===== config.mk =====
export PLATFORM = sky130hd
export DESIGN_NAME = regbus_datapath
export DESIGN_NICKNAME = d
export VERILOG_FILES = /design/src/rtl/regbus_pkg.sv /design/src/rtl/regbus_ctl_decode.sv /design/src/rtl/regbus_regfile.sv /design/src/rtl/regbus_srcmux.sv /design/src/rtl/regbus_alu.sv /design/src/rtl/regbus_datapath.sv
export SDC_FILE = /design/constraint.sdc
export NUM_CORES = 1
export LEC_CHECK = 0
export BUFFER_PORTS_ARGS = -buffer_cell sky130_fd_sc_hd__buf_2
export CORE_ASPECT_RATIO = 1.25
export CORE_MARGIN = 2
export CORE_UTILIZATION = 52
export CTS_BUF_LIST = sky130_fd_sc_hd__clkbuf_4
export DETAILED_ROUTE_END_ITERATION = 10
export GPL_TIMING_DRIVEN = 0
export PLACE_DENSITY = 0.7
export SLEW_MARGIN = 15
export SYNTH_ARGS = -nofsm -noshare
export SYNTH_HDL_FRONTEND = slang
export SYNTH_SLANG_ARGS = --single-unit

===== constraint.sdc =====
create_clock -name clk -period 8.8 [get_ports clk]
set_input_delay 2.64 -clock clk [delete_from_list [all_inputs] [get_ports clk]]
set_output_delay 2.64 -clock clk [all_outputs]
set_load 0.005 [all_outputs]

===== src/rtl/regbus_pkg.sv =====
package regbus_pkg;
  localparam int SEL_W = 3;
  localparam int OPR_W = 5;
  localparam int CW_W  = 3 * SEL_W + OPR_W;
  localparam int NREG  = (1 << SEL_W) - 1;

  typedef enum logic [OPR_W-1:0] {
    OP_PASS = 5'b00000,
    OP_INC  = 5'b00001,
    OP_ADD  = 5'b00010,
    OP_SUB  = 5'b00101,
    OP_DEC  = 5'b00110,
    OP_AND  = 5'b01000,
    OP_OR   = 5'b01010,
    OP_XOR  = 5'b01100,
    OP_NOT  = 5'b01110,
    OP_SHR  = 5'b10000,
    OP_SHL  = 5'b11000
  } alu_op_e;

  typedef struct packed {
    logic [SEL_W-1:0] src_a;
    logic [SEL_W-1:0] src_b;
    logic [SEL_W-1:0] dst;
    logic [OPR_W-1:0] op;
  } ctl_word_t;
endpackage


===== src/rtl/regbus_ctl_decode.sv =====
module regbus_ctl_decode
  import regbus_pkg::*;
(
  input  logic [CW_W-1:0]  word,
  output logic [SEL_W-1:0] sel_a,
  output logic [SEL_W-1:0] sel_b,
  output logic [SEL_W-1:0] sel_d,
  output logic [OPR_W-1:0] op,
  output logic [NREG:1]    we
);
  ctl_word_t cw;
  assign cw    = ctl_word_t'(word);
  assign sel_a = cw.src_a;
  assign sel_b = cw.src_b;
  assign sel_d = cw.dst;
  assign op    = cw.op;

  for (genvar k = 1; k <= NREG; k++) begin : g_dec
    assign we[k] = (cw.dst == SEL_W'(k));
  end
endmodule


===== src/rtl/regbus_regfile.sv =====
module regbus_regfile
  import regbus_pkg::*;
#(
  parameter int DATA_W = 8
) (
  input  logic                   clk,
  input  logic                   rst,
  input  logic [NREG:1]          we,
  input  logic [DATA_W-1:0]      wdata,
  output logic [NREG:1][DATA_W-1:0] regs
);
  logic [NREG:1][DATA_W-1:0] regs_q;

  always_ff @(posedge clk) begin
    if (rst) begin
      regs_q <= '0;
    end else begin
      for (int k = 1; k <= NREG; k++) begin
        if (we[k]) regs_q[k] <= wdata;
      end
    end
  end

  assign regs = regs_q;

  AST_ONE_WRITER: assert property (@(posedge clk) disable iff (rst) $onehot0(we));
  AST_HOLD_IDLE: assert property (@(posedge clk) disable iff (rst) (we == '0) |=> $stable(regs_q));

  for (genvar k = 1; k <= NREG; k++) begin : g_chk
    AST_WRITE_LANDS: assert property (@(posedge clk) disable iff (rst) we[k] |=> regs_q[k] == $past(wdata));
  end
endmodule


===== src/rtl/regbus_srcmux.sv =====
module regbus_srcmux
  import regbus_pkg::*;
#(
  parameter int DATA_W = 8
) (
  input  logic [SEL_W-1:0]          sel,
  input  logic [DATA_W-1:0]         ext,
  input  logic [NREG:1][DATA_W-1:0] regs,
  output logic [DATA_W-1:0]         bus
);
  always_comb begin
    bus = ext;
    for (int k = 1; k <= NREG; k++) begin
      if (sel == SEL_W'(k)) bus = regs[k];
    end
  end
endmodule


===== src/rtl/regbus_alu.sv =====
module regbus_alu
  import regbus_pkg::*;
#(
  parameter int DATA_W = 8
) (
  input  logic [OPR_W-1:0]  op,
  input  logic [DATA_W-1:0] a,
  input  logic [DATA_W-1:0] b,
  output logic [DATA_W-1:0] y
);
  always_comb begin
    case (op)
      OP_PASS: y = a;
      OP_INC:  y = a + 1'b1;
      OP_ADD:  y = a + b;
      OP_SUB:  y = a - b;
      OP_DEC:  y = a - 1'b1;
      OP_AND:  y = a & b;
      OP_OR:   y = a | b;
      OP_XOR:  y = a ^ b;
      OP_NOT:  y = ~a;
      OP_SHR:  y = a >> 1;
      OP_SHL:  y = a << 1;
      default: y = '0;
    endcase
  end

  always_comb begin
    if (op == OP_XOR && a == b) begin
      AST_XOR_SELF_CLEAR: assert (y == '0);
    end
    if (op == OP_INC && a == '1) begin
      AST_INC_WRAP: assert (y == '0);
    end
    if (op == OP_SHR) begin
      AST_SHR_ZERO_IN: assert (y[DATA_W-1] == 1'b0);
    end
  end
endmodule


===== src/rtl/regbus_datapath.sv =====
module regbus_datapath
  import regbus_pkg::*;
#(
  parameter int DATA_W = 8
) (
  input  logic              clk,
  input  logic              rst,
  input  logic [13:0]       ctl_word,
  input  logic [DATA_W-1:0] data_in,
  output logic [DATA_W-1:0] data_out,
  output logic              zero_out
);
  logic [SEL_W-1:0]          sel_a, sel_b, sel_d;
  logic [OPR_W-1:0]          op;
  logic [NREG:1]             we;
  logic [NREG:1][DATA_W-1:0] regs;
  logic [DATA_W-1:0]         bus_a, bus_b, alu_y;
  logic [DATA_W-1:0]         out_q;
  logic                      zero_q;

  regbus_ctl_decode u_dec (
    .word(ctl_word), .sel_a(sel_a), .sel_b(sel_b), .sel_d(sel_d), .op(op), .we(we)
  );

  regbus_regfile #(.DATA_W(DATA_W)) u_rf (
    .clk(clk), .rst(rst), .we(we), .wdata(alu_y), .regs(regs)
  );

  regbus_srcmux #(.DATA_W(DATA_W)) u_mux_a (
    .sel(sel_a), .ext(data_in), .regs(regs), .bus(bus_a)
  );

  regbus_srcmux #(.DATA_W(DATA_W)) u_mux_b (
    .sel(sel_b), .ext(data_in), .regs(regs), .bus(bus_b)
  );

  regbus_alu #(.DATA_W(DATA_W)) u_alu (
    .op(op), .a(bus_a), .b(bus_b), .y(alu_y)
  );

  always_ff @(posedge clk) begin
    if (rst) begin
      out_q  <= '0;
      zero_q <= 1'b1;
    end else begin
      out_q  <= alu_y;
      zero_q <= (alu_y == '0);
    end
  end

  assign data_out = out_q;
  assign zero_out = zero_q;

  AST_NO_DEST_NO_WRITE: assert property (@(posedge clk) disable iff (rst) (sel_d == '0) |-> (we == '0));
  AST_OUT_FOLLOWS: assert property (@(posedge clk) disable iff (rst) 1'b1 |=> data_out == $past(alu_y));
  AST_ZERO_TRACKS: assert property (@(posedge clk) disable iff (rst) zero_out == (data_out == '0));
endmodule


Word-level counts from Yosys, hierarchy flattened:

Cells that the tools add are included.

* register bits: 65
* input port bits: 24
* output and inout bits: 9
* logic and storage cells: 65

* add/sub/neg operators: 4
* equal/unequal tests: 31
* multiplexer cells: 15
* bitwise operators: 4
* reduce and logical (&&, ||, !) cells: 2

Operator list (count)
* $mux W8: 14
* $pmux W8 S11: 1
* $eq A3 B3 Y1 const B: 12
* $eq A5 B4 Y1 const B: 4
* $eq A3 B2 Y1 const B: 6
* $eq A5 B3 Y1 const B: 2
* $eq A5 B5 Y1 const B: 2
* $eq A3 B1 Y1 const B: 3
* $add A8 B1 Y8 const B: 1
* $add A8 B8 Y8: 1
* $and A8 B8 Y8: 1
* $logic_not A8 Y1: 1
* $not A8 Y8: 1
* $or A8 B8 Y8: 1
* $sub A8 B1 Y8 const B: 1
* $sub A8 B8 Y8: 1
* $xor A8 B8 Y8: 1
* $eq A5 B1 Y1 const B: 1
* $eq A5 B2 Y1 const B: 1
* $logic_not A5 Y1: 1

Longest topological paths before layout:

Gate-level depths: netlist of run 1.

* word-level depth: 11
* depth in mapped cells: 22
* gate-level depth less buffers: 19

Cells and area by module:

A second synthesis of run 1 with hierarchy kept.

* cells, all modules: 567
* area total of the unflattened synthesis: 5227.5 µm²

By module, submodules not included
* regbus_regfile: instances 1, cells each 181, area an instance 2167.1 µm², sequential area each 1121.1 µm²
* regbus_alu: instances 1, cells each 201, area an instance 1376.3 µm², sequential area each 0.0 µm²
* regbus_srcmux: instances 2, cells each 72, area an instance 628.1 µm², sequential area each 0.0 µm²
* regbus_datapath: instances 1, cells each 20, area an instance 262.8 µm², sequential area each 180.2 µm²
* regbus_ctl_decode: instances 1, cells each 21, area an instance 165.2 µm², sequential area each 0.0 µm²

Worst setup path before layout of run 1:

Ideal clock, no wire load.

* path kind: input to register
* from: in ctl_word[10]
* to: reg zero_q (netlist: zero_out)
* library setup time: 0.116 ns
* arrival time: 6.468 ns
* required time: 8.684 ns
* path slack: 2.216 ns
* stages: 20
* path buffers: 4
* cell sequence: buf_2 > buf_2 > buf_2 > mux2i_1 > a21oi_1 > nand3_1 > o221ai_1 > inv_1 > ha_1 > or3b_4 > nor3_2 > xnor2_1 > a221oi_2 > ha_1 > or3_1 > o211ai_1 > xnor2_1 > o311a_1 > clkbuf_1 > a41o_1

* cells in the longest elaborated chain, start to end: 11
* elaborated cells between the ends (all ways): 21
* those cells by class: add/sub: 2; eq/ne: 7; mux: 8; bitwise: 3; reduce/logical: 1

Ends and longest elaborated chain
* from (decl): line regbus_datapath.sv:8 `input logic [13:0] ctl_word,`
* $eq A3 B1 Y1: line regbus_srcmux.sv:14 `if (sel == SEL_W'(k)) bus = regs[k];`
* $mux W8 (6 in series): line regbus_srcmux.sv:14
* $mux W8 *: line regbus_srcmux.sv:14
* $sub A8 B8 Y8, or another cell as far along: line regbus_alu.sv:16 `OP_SUB: y = a - b;`
* $pmux W8 S11 *: line regbus_alu.sv:12 `case (op)`
* $logic_not A8 Y1 *: line regbus_datapath.sv:47 `zero_q <= (alu_y == '0);`
* to (signal assigned): line regbus_datapath.sv:47
* to (decl): line regbus_datapath.sv:19 `logic zero_q;`

Every way passes the cells marked *; elsewhere a longest branch is shown, timed or not.
A chain may end at the register's enable or synchronous reset.

Worst setup path in the final report of run 1:

* from: in ctl_word[8]
* to: reg zero_q (netlist: zero_out)

The elaborated chain is that of the path after synthesis.

==> impl_metrics.tcl, run 1 <==
set metrics [dict create \
    ioPinCount 33 \
    drt-total-wl_um 13700 \
    ff2ff_setup_slack_ns 4.16 \
    grt_usage_pct 27.9 \
    crit_path_max_fanout 10 \
    postCtsSetupRepairBufs 0 \
    post_dr_vias_cell 6.10 \
    final_util_pct 57.8 \
    rsz0062_at_grt "false" \
    layout-drive-gt1-share_pct 19.0 \
    power_frac_clock_pct 26.9 \
    max_slew_margin_pct 22.8 \
    worst_r2r_endpoint "zero_out" \
    numCtsBuffers 9 \
    yosysWarnings 0 \
    yosys_top_cell_by_area "sky130_fd_sc_hd__dfxtp_1" \
    hpwlAfterDp_um 11200 \
    min-delay-start "u_rf.regs[33]" \
    cellInternalPower_mw 0.488 \
    hold_worst_path_end "u_rf.regs[33]" \
    first_pass_grt_wire_length_um 22400 \
    dr_total_vias 4316 \
    finalWorstPathRequiredPeriod_ns 7.23 \
    cts-hold-fix-buffers 0 \
    proportion_of_synthesized_flip_flops_having_asynchronous_set_or_reset_pct 0 \
    worst_pin_slew_ns 1.15 \
    slowest_delay_ns 0.69 \
    grt-ovfl-total 0 \
    clk_path_buf_depth 2 \
    initial_detailed_routing_violation_count 273 \
    worstHoldPathCells 2 \
    cpMostUsedCell "sky130_fd_sc_hd__a21o_1" \
    finalWeightedCongestion 0.936 \
    net_count_final 628 \
    syn-cell-area_um2 4810 \
    power.ir.vdd_worst_v 0.000123 \
    setup_viol 0 \
    critPathBufInv 4 \
    hold_slack_ns 0.517 \
    fp.dieW_um 90.1 \
    timing.critical_path.arrival_ns 7.58 \
    synth.area.top_cells "sky130_fd_sc_hd__dfxtp_1 (27%), sky130_fd_sc_hd__mux4_2 (8.9%), sky130_fd_sc_hd__a211oi_1 (8.1%)" \
    htreeDepth 3 \
    initial_antenna_violation_count 0 \
    die_area_um2 10000 \
    area.sequential_um2 1300 \
    numClockSinks 65 \
    timing.critical_path.to_type "flop" \
    synth.ff_latch_count 65 \
    initial_core_util_pct 53.0 \
    detailedPlace.worstSlack_ns 1.26 \
    cts_tree "done" \
    fillCellCount 857 \
    worst_clock_skew_ns 0.0118 \
    std_cell_rows 39 \
    worstSetupPathType "in2reg" \
    die_y_um 112 \
    syn_avg_cell_area_um2 8.88 \
    core_area_um2 9080 \
    area.growth.synth_to_final_pct 8.92 \
    timing.critical_path.from_type "primary input" \
    grt_max_degree 11 \
    synth.lib_cells_used.distinct 73 \
    drtPass1Iterations 4 \
    final_hold_viol_count 0 \
    cts_root_buffer "sky130_fd_sc_hd__clkbuf_4" \
    mostFrequentLayoutCells "sky130_fd_sc_hd__nor2_1 (90), sky130_fd_sc_hd__dfxtp_1 (65), sky130_fd_sc_hd__a211oi_1 (52), sky130_fd_sc_hd__buf_2 (36), sky130_fd_sc_hd__nand2_1 (26)" \
    maxSlewViolCount 0 \
    setup_ws_ns 1.57 \
    net-switching-power_mw 0.231 \
    share_seq_of_total_power_pct 45.0 \
    worst_r2r_path_depth 17 \
    timing.critical_path.slowest_stage_cell "sky130_fd_sc_hd__a2111oi_4" \
    insertedDiodeCount 0 \
    final_common_cell "sky130_fd_sc_hd__nor2_1" \
    synth-seq-area-share_pct 27.0 \
    synth_instances 542 \
    outcome "finished, final reports clean" \
    period_share_pct 82.2 \
    cap_violations 0 \
    power.density_cell_area_nw_per_um2 137 \
    hold_path.class "reg2reg" \
    post_cts.resized_instances 0 \
    timing.critical_path.max_delay_family "compound AO/OA/AOI/OAI gates" \
    setup_total_negative_slack_ns 0 \
    cts.reportedPaths.clkPinSlew_ns 0.10 \
    syn-num-nets 590 \
    clock.fmax_ghz 0.138 \
    timing.critical_path.depth 18 \
    timing.critical_path.required_ns 9.15 \
    count_of_flip_flops_with_a_built_in_enable_after_synthesis 0 \
    drtAntennaViolNets 0 \
    post-synth-top-area-fraction_pct 27.0 \
    clk_latency_ns 0.41 \
    power_leakage_nw 2.05 \
    grt_pass1_vias 4345 \
    place.port_buffers 27 \
    swShare_pct 32.2 \
    r2r_start "u_rf.regs[8]" \
    pwr-share-comb_pct 28.1 \
    multi_input_area_um2 3250 \
    drc_errors 0 \
    cell_by_cell_trace_of_the_critical_path "buf_2 -> clkbuf_1 -> clkbuf_1 -> nand2_1 -> o221ai_1 -> inv_1 -> ha_1 -> a21o_1 -> a211oi_1 -> ha_1 -> a21o_1 -> a21o_1 -> xnor2_1 -> o211ai_1 -> a2111oi_4 -> and2_0 -> and4_1 -> a41o_1" \
    wl_per_cell_um 19.4 \
    postSynth.topFlopCell "sky130_fd_sc_hd__dfxtp_1" \
]
## layout make-up
type	count	area share, %
Multi-Input combinational cell	416	62.0
Sequential cell	65	24.8
Buffer	36	3.29
Tap cell	123	2.94
Timing Repair Buffer	27	2.58
Inverter	25	1.79
Clock buffer	12	1.72
Clock inverter	4	0.835
## worst reg2reg max path: stages, from the launching register on
cell,delay (ns)
sky130_fd_sc_hd__dfxtp_1,0.38
sky130_fd_sc_hd__nor2_1,0.06
sky130_fd_sc_hd__a21oi_1,0.21
sky130_fd_sc_hd__a21oi_1,0.09
sky130_fd_sc_hd__o221ai_1,0.57
sky130_fd_sc_hd__inv_1,0.19
sky130_fd_sc_hd__ha_1,0.29
sky130_fd_sc_hd__a21o_1,0.16
sky130_fd_sc_hd__a211oi_1,0.29
sky130_fd_sc_hd__ha_1,0.34
sky130_fd_sc_hd__a21o_1,0.18
sky130_fd_sc_hd__a21o_1,0.20
sky130_fd_sc_hd__xnor2_1,0.15
sky130_fd_sc_hd__o211ai_1,0.15
sky130_fd_sc_hd__a2111oi_4,0.69
sky130_fd_sc_hd__and2_0,0.21
sky130_fd_sc_hd__and4_1,0.24
sky130_fd_sc_hd__a41o_1,0.18
## worst max-delay path by stage
stage	from	end	slack (ns)
finish	ctl_word[8]	zero_out	1.57
global route	ctl_word[8]	zero_out	1.30
CTS	ctl_word[8]	zero_out	1.65
detailed placement	ctl_word[8]	zero_out	1.26
global placement	ctl_word[8]	zero_out	1.26
floorplan	ctl_word[10]	zero_out	2.22
## stage by stage
stage / area (µm²) / instances / total power, mW
4_1_cts: 5240 / 708 / 0.721
3_5_place_dp: 5110 / 692 / 0.530
2_1_floorplan: 4810 / 542 / 0.475
6_report: 5240 / 708 / 0.720
3_3_place_gp: 5100 / 692 / 0.524
5_1_grt: 5240 / 708 / 0.756
## power by group through the flow
stage | Combinational (mW) | Sequential [mW] | Clock (mW)
6_report | 0.202 | 0.324 | 0.194
5_1_grt | 0.223 | 0.326 | 0.207
4_1_cts | 0.201 | 0.323 | 0.197
3_5_place_dp | 0.200 | 0.330 | 0
3_3_place_gp | 0.195 | 0.329 | 0
2_1_floorplan | 0.150 | 0.325 | 0
## flip-flops by register name, summed over array words and instances, names as in the netlist
register	cells
zero_out	1
data_out	8
u_rf.regs	56
## metal layers
metal	GRT usage, %	vias up	wire length, µm
met1	32.0	2063	5530
met2	53.3	113	7360
met4	10.1	0	291
met5	0	-	0
met3	2.64	24	533
li1	-	2116	-
## cells in the mapped netlist, types with 3 or more instances
master,n
sky130_fd_sc_hd__nor3b_1,6
sky130_fd_sc_hd__mux2i_1,15
sky130_fd_sc_hd__inv_1,18
sky130_fd_sc_hd__buf_2,9
sky130_fd_sc_hd__a21oi_1,18
sky130_fd_sc_hd__nor2_1,90
sky130_fd_sc_hd__and2_1,3
sky130_fd_sc_hd__nand2_1,26
sky130_fd_sc_hd__dfxtp_1,65
sky130_fd_sc_hd__mux2i_4,3
sky130_fd_sc_hd__nor3_1,12
sky130_fd_sc_hd__o22ai_1,6
sky130_fd_sc_hd__buf_1,3
sky130_fd_sc_hd__inv_2,6
sky130_fd_sc_hd__clkbuf_1,20
sky130_fd_sc_hd__o22ai_2,3
sky130_fd_sc_hd__nor2b_1,5
sky130_fd_sc_hd__a2111oi_4,4
sky130_fd_sc_hd__ha_1,23
sky130_fd_sc_hd__a21o_1,5
sky130_fd_sc_hd__o21ai_0,7
sky130_fd_sc_hd__mux4_2,19
sky130_fd_sc_hd__o21bai_1,8
sky130_fd_sc_hd__nand3_1,7
sky130_fd_sc_hd__a211oi_1,52
sky130_fd_sc_hd__or3_1,4
sky130_fd_sc_hd__mux2_2,5
sky130_fd_sc_hd__a221oi_1,8
sky130_fd_sc_hd__o211ai_1,5
sky130_fd_sc_hd__a31oi_1,14
sky130_fd_sc_hd__nand2b_1,6
sky130_fd_sc_hd__o21ai_1,7
sky130_fd_sc_hd__buf_6,3
sky130_fd_sc_hd__xnor2_1,9
## kinds of logic (layout without fill, tap and decap cells)
logic type	count (synthesis)	after routing	share of synthesized area (%)
AO/OA/AOI/OAI	161	161	26.7
AND/OR/NAND/NOR	177	177	17.3
buffers and inverters	61	104	5.54
multiplexers	44	44	15.2
XOR/XNOR	10	10	1.82
adder cells (fa/ha/maj)	24	24	6.39
flip-flops	65	65	27.0
No activity file was read; power rests on OpenSTA's default activity.
==> run 2, diff against run 1 <==
- clock period: 8.8 -> 6.75 ns (I/O delays scaled with it)
==> impl_metrics.tcl, run 2 (synthesis results as in run 1) <==
set metrics [dict create \
    drc_errors 0 \
    clock.fmax_ghz 0.156 \
    timing.critical_path.to_type "flop" \
    first_pass_grt_wire_length_um 22400 \
    post_dr_vias_cell 6.08 \
    cts_tree "done" \
    period_share_pct 94.9 \
    critPathBufInv 4 \
    pwr-share-comb_pct 28.1 \
    grt_pass1_vias 4345 \
    final_util_pct 57.8 \
    setup_viol 0 \
    cell_by_cell_trace_of_the_critical_path "buf_2 -> clkbuf_1 -> clkbuf_1 -> nand2_1 -> o221ai_2 -> inv_1 -> ha_1 -> a21o_1 -> a211oi_1 -> ha_1 -> a21o_1 -> a21o_1 -> xnor2_1 -> o211ai_1 -> a2111oi_4 -> and2_0 -> and4_1 -> a41o_1" \
    die_area_um2 10000 \
    crit_path_max_fanout 10 \
    multi_input_area_um2 3260 \
    outcome "finished, final reports clean" \
    timing.critical_path.depth 18 \
    rsz0062_at_grt "false" \
    area.growth.synth_to_final_pct 9.05 \
    worst_r2r_endpoint "zero_out" \
    share_seq_of_total_power_pct 44.9 \
    worst_clock_skew_ns 0.0121 \
    net_count_final 628 \
    mostFrequentLayoutCells "sky130_fd_sc_hd__nor2_1 (90), sky130_fd_sc_hd__dfxtp_1 (65), sky130_fd_sc_hd__a211oi_1 (52), sky130_fd_sc_hd__buf_2 (36), sky130_fd_sc_hd__nand2_1 (26)" \
    worst_r2r_path_depth 17 \
    swShare_pct 32.2 \
    postLayoutCellArea_um2 5250 \
    initial_core_util_pct 53.0 \
    worst_pin_slew_ns 1.12 \
    net-switching-power_mw 0.303 \
    r2r_start "u_rf.regs[8]" \
    fillCellCount 859 \
    timing.critical_path.max_delay_family "compound AO/OA/AOI/OAI gates" \
    insertedDiodeCount 0 \
    largest_register_ffs 56 \
    std_cell_rows 39 \
    numClockSinks 65 \
    ff2ff_setup_slack_ns 2.35 \
    area.sequential_um2 1300 \
    cts_root_buffer "sky130_fd_sc_hd__clkbuf_4" \
    cellInternalPower_mw 0.637 \
    initial_detailed_routing_violation_count 259 \
    final_common_cell "sky130_fd_sc_hd__nor2_1" \
    drt-total-wl_um 13700 \
    timing.critical_path.slowest_stage_cell "sky130_fd_sc_hd__a2111oi_4" \
    power_frac_clock_pct 26.9 \
    power.density_cell_area_nw_per_um2 179 \
    clk_latency_ns 0.41 \
    setup_total_negative_slack_ns 0 \
    cap_violations 0 \
    max_slew_margin_pct 24.5 \
    drtAntennaViolNets 0 \
    drtPass1Iterations 4 \
    power_leakage_nw 2.05 \
    worstHoldPathCells 2 \
    power.ir.vdd_worst_v 0.000162 \
    worst_setup_path_startpoint "ctl_word[8]" \
    cpMostUsedCell "sky130_fd_sc_hd__a21o_1" \
    endpoint "zero_out" \
    maxSlewViolCount 0 \
    final_hold_viol_count 0 \
    grt_max_degree 11 \
    finalWorstPathRequiredPeriod_ns 6.41 \
    dr_total_vias 4305 \
    ioPinCount 33 \
    numCtsBuffers 9 \
    hold_path.class "reg2reg" \
    htreeDepth 3 \
    slowest_delay_ns 0.68 \
    hold_slack_ns 0.516 \
    wl_per_cell_um 19.3 \
    timing.critical_path.from_type "primary input" \
    layout-drive-gt1-share_pct 19.1 \
    core_area_um2 9080 \
    timing.critical_path.required_ns 7.10 \
    hpwlAfterDp_um 11200 \
    timing.critical_path.arrival_ns 6.76 \
    die_y_um 112 \
    grt-ovfl-total 0 \
    place.port_buffers 27 \
    fp.dieW_um 90.1 \
    worstSetupPathType "in2reg" \
    cts-hold-fix-buffers 0 \
    finalWeightedCongestion 0.936 \
    clk_path_buf_depth 2 \
    grt_usage_pct 27.9 \
    placedInstanceArea_um2 5110 \
    cts.reportedPaths.clkPinSlew_ns 0.10 \
    initial_antenna_violation_count 0 \
]
==> run 2: cell count changes in the layout (fill, tap and decap cells not counted) <==
cell                       delta
sky130_fd_sc_hd__o221ai_1     -1
sky130_fd_sc_hd__o221ai_2     +1
==> run 2: how the worst min path moves through the flow <==
| stage | start | endpoint | slack (ns) |
|---|---|---|---|
| global placement | u_rf.regs[33] | u_rf.regs[33] | 0.50 |
| finish | u_rf.regs[33] | u_rf.regs[33] | 0.52 |
| detailed placement | u_rf.regs[33] | u_rf.regs[33] | 0.50 |
| floorplan | u_rf.regs[42] | u_rf.regs[42] | 0.48 |
| CTS | u_rf.regs[33] | u_rf.regs[33] | 0.52 |
| global route | u_rf.regs[33] | u_rf.regs[33] | 0.54 |
==> run 2: metal layers <==
layer	GRT usage (%)	wire [µm]	vias to the layer above	share of wire [%]
met3	2.64	456	22	3.3
li1	-	-	2118	-
met4	10.1	287	0	2.1
met5	0	0	-	0
met2	53.3	7360	108	54
met1	32.0	5560	2057	41
==> run 2: metrics by stage <==
step / instances / setup slack (ns) / total power, mW
finish: 708 / 0.345 / 0.939
global route: 708 / 0.0722 / 0.987
CTS: 708 / 0.214 / 0.940
detailed placement: 692 / -0.175 / 0.691
global placement: 692 / -0.174 / 0.683
floorplan: 542 / 0.781 / 0.620
==> run 2: final cells by class <==
type	instances	area share (%)
multi-input cells	416	62.1
flip-flops and latches	65	24.8
plain buffers	36	3.29
well taps	123	2.93
repair buffers	27	2.57
inverters	25	1.79
clock buffers	12	1.72
clock inverters	4	0.834
==> run 2: what timing repair did <==
action,CTS,global route
resized for setup,0,1
endpoints found under the hold margin,0,0
setup buffers,0,0
endpoints found under the setup margin,0,1
==> run 2: worst register-to-register path: stages, from the launching register on <==
cell and delay [ns]:
sky130_fd_sc_hd__dfxtp_1 0.38, sky130_fd_sc_hd__nor2_1 0.06, sky130_fd_sc_hd__a21oi_1 0.21, sky130_fd_sc_hd__a21oi_1 0.10
sky130_fd_sc_hd__o221ai_2 0.38, sky130_fd_sc_hd__inv_1 0.15, sky130_fd_sc_hd__ha_1 0.27, sky130_fd_sc_hd__a21o_1 0.16
sky130_fd_sc_hd__a211oi_1 0.29, sky130_fd_sc_hd__ha_1 0.34, sky130_fd_sc_hd__a21o_1 0.18, sky130_fd_sc_hd__a21o_1 0.19
sky130_fd_sc_hd__xnor2_1 0.15, sky130_fd_sc_hd__o211ai_1 0.15, sky130_fd_sc_hd__a2111oi_4 0.68, sky130_fd_sc_hd__and2_0 0.21
sky130_fd_sc_hd__and4_1 0.25, sky130_fd_sc_hd__a41o_1 0.18
==> run 2: power groups by stage <==
stage / clock (mW) / sequential [mW] / combinational [mW]
after CTS: 0.257 / 0.421 / 0.262
after detailed placement: 0 / 0.430 / 0.261
after global routing: 0.270 / 0.425 / 0.292
after floorplan: 0 / 0.424 / 0.196
after global placement: 0 / 0.429 / 0.254
final: 0.253 / 0.422 / 0.264
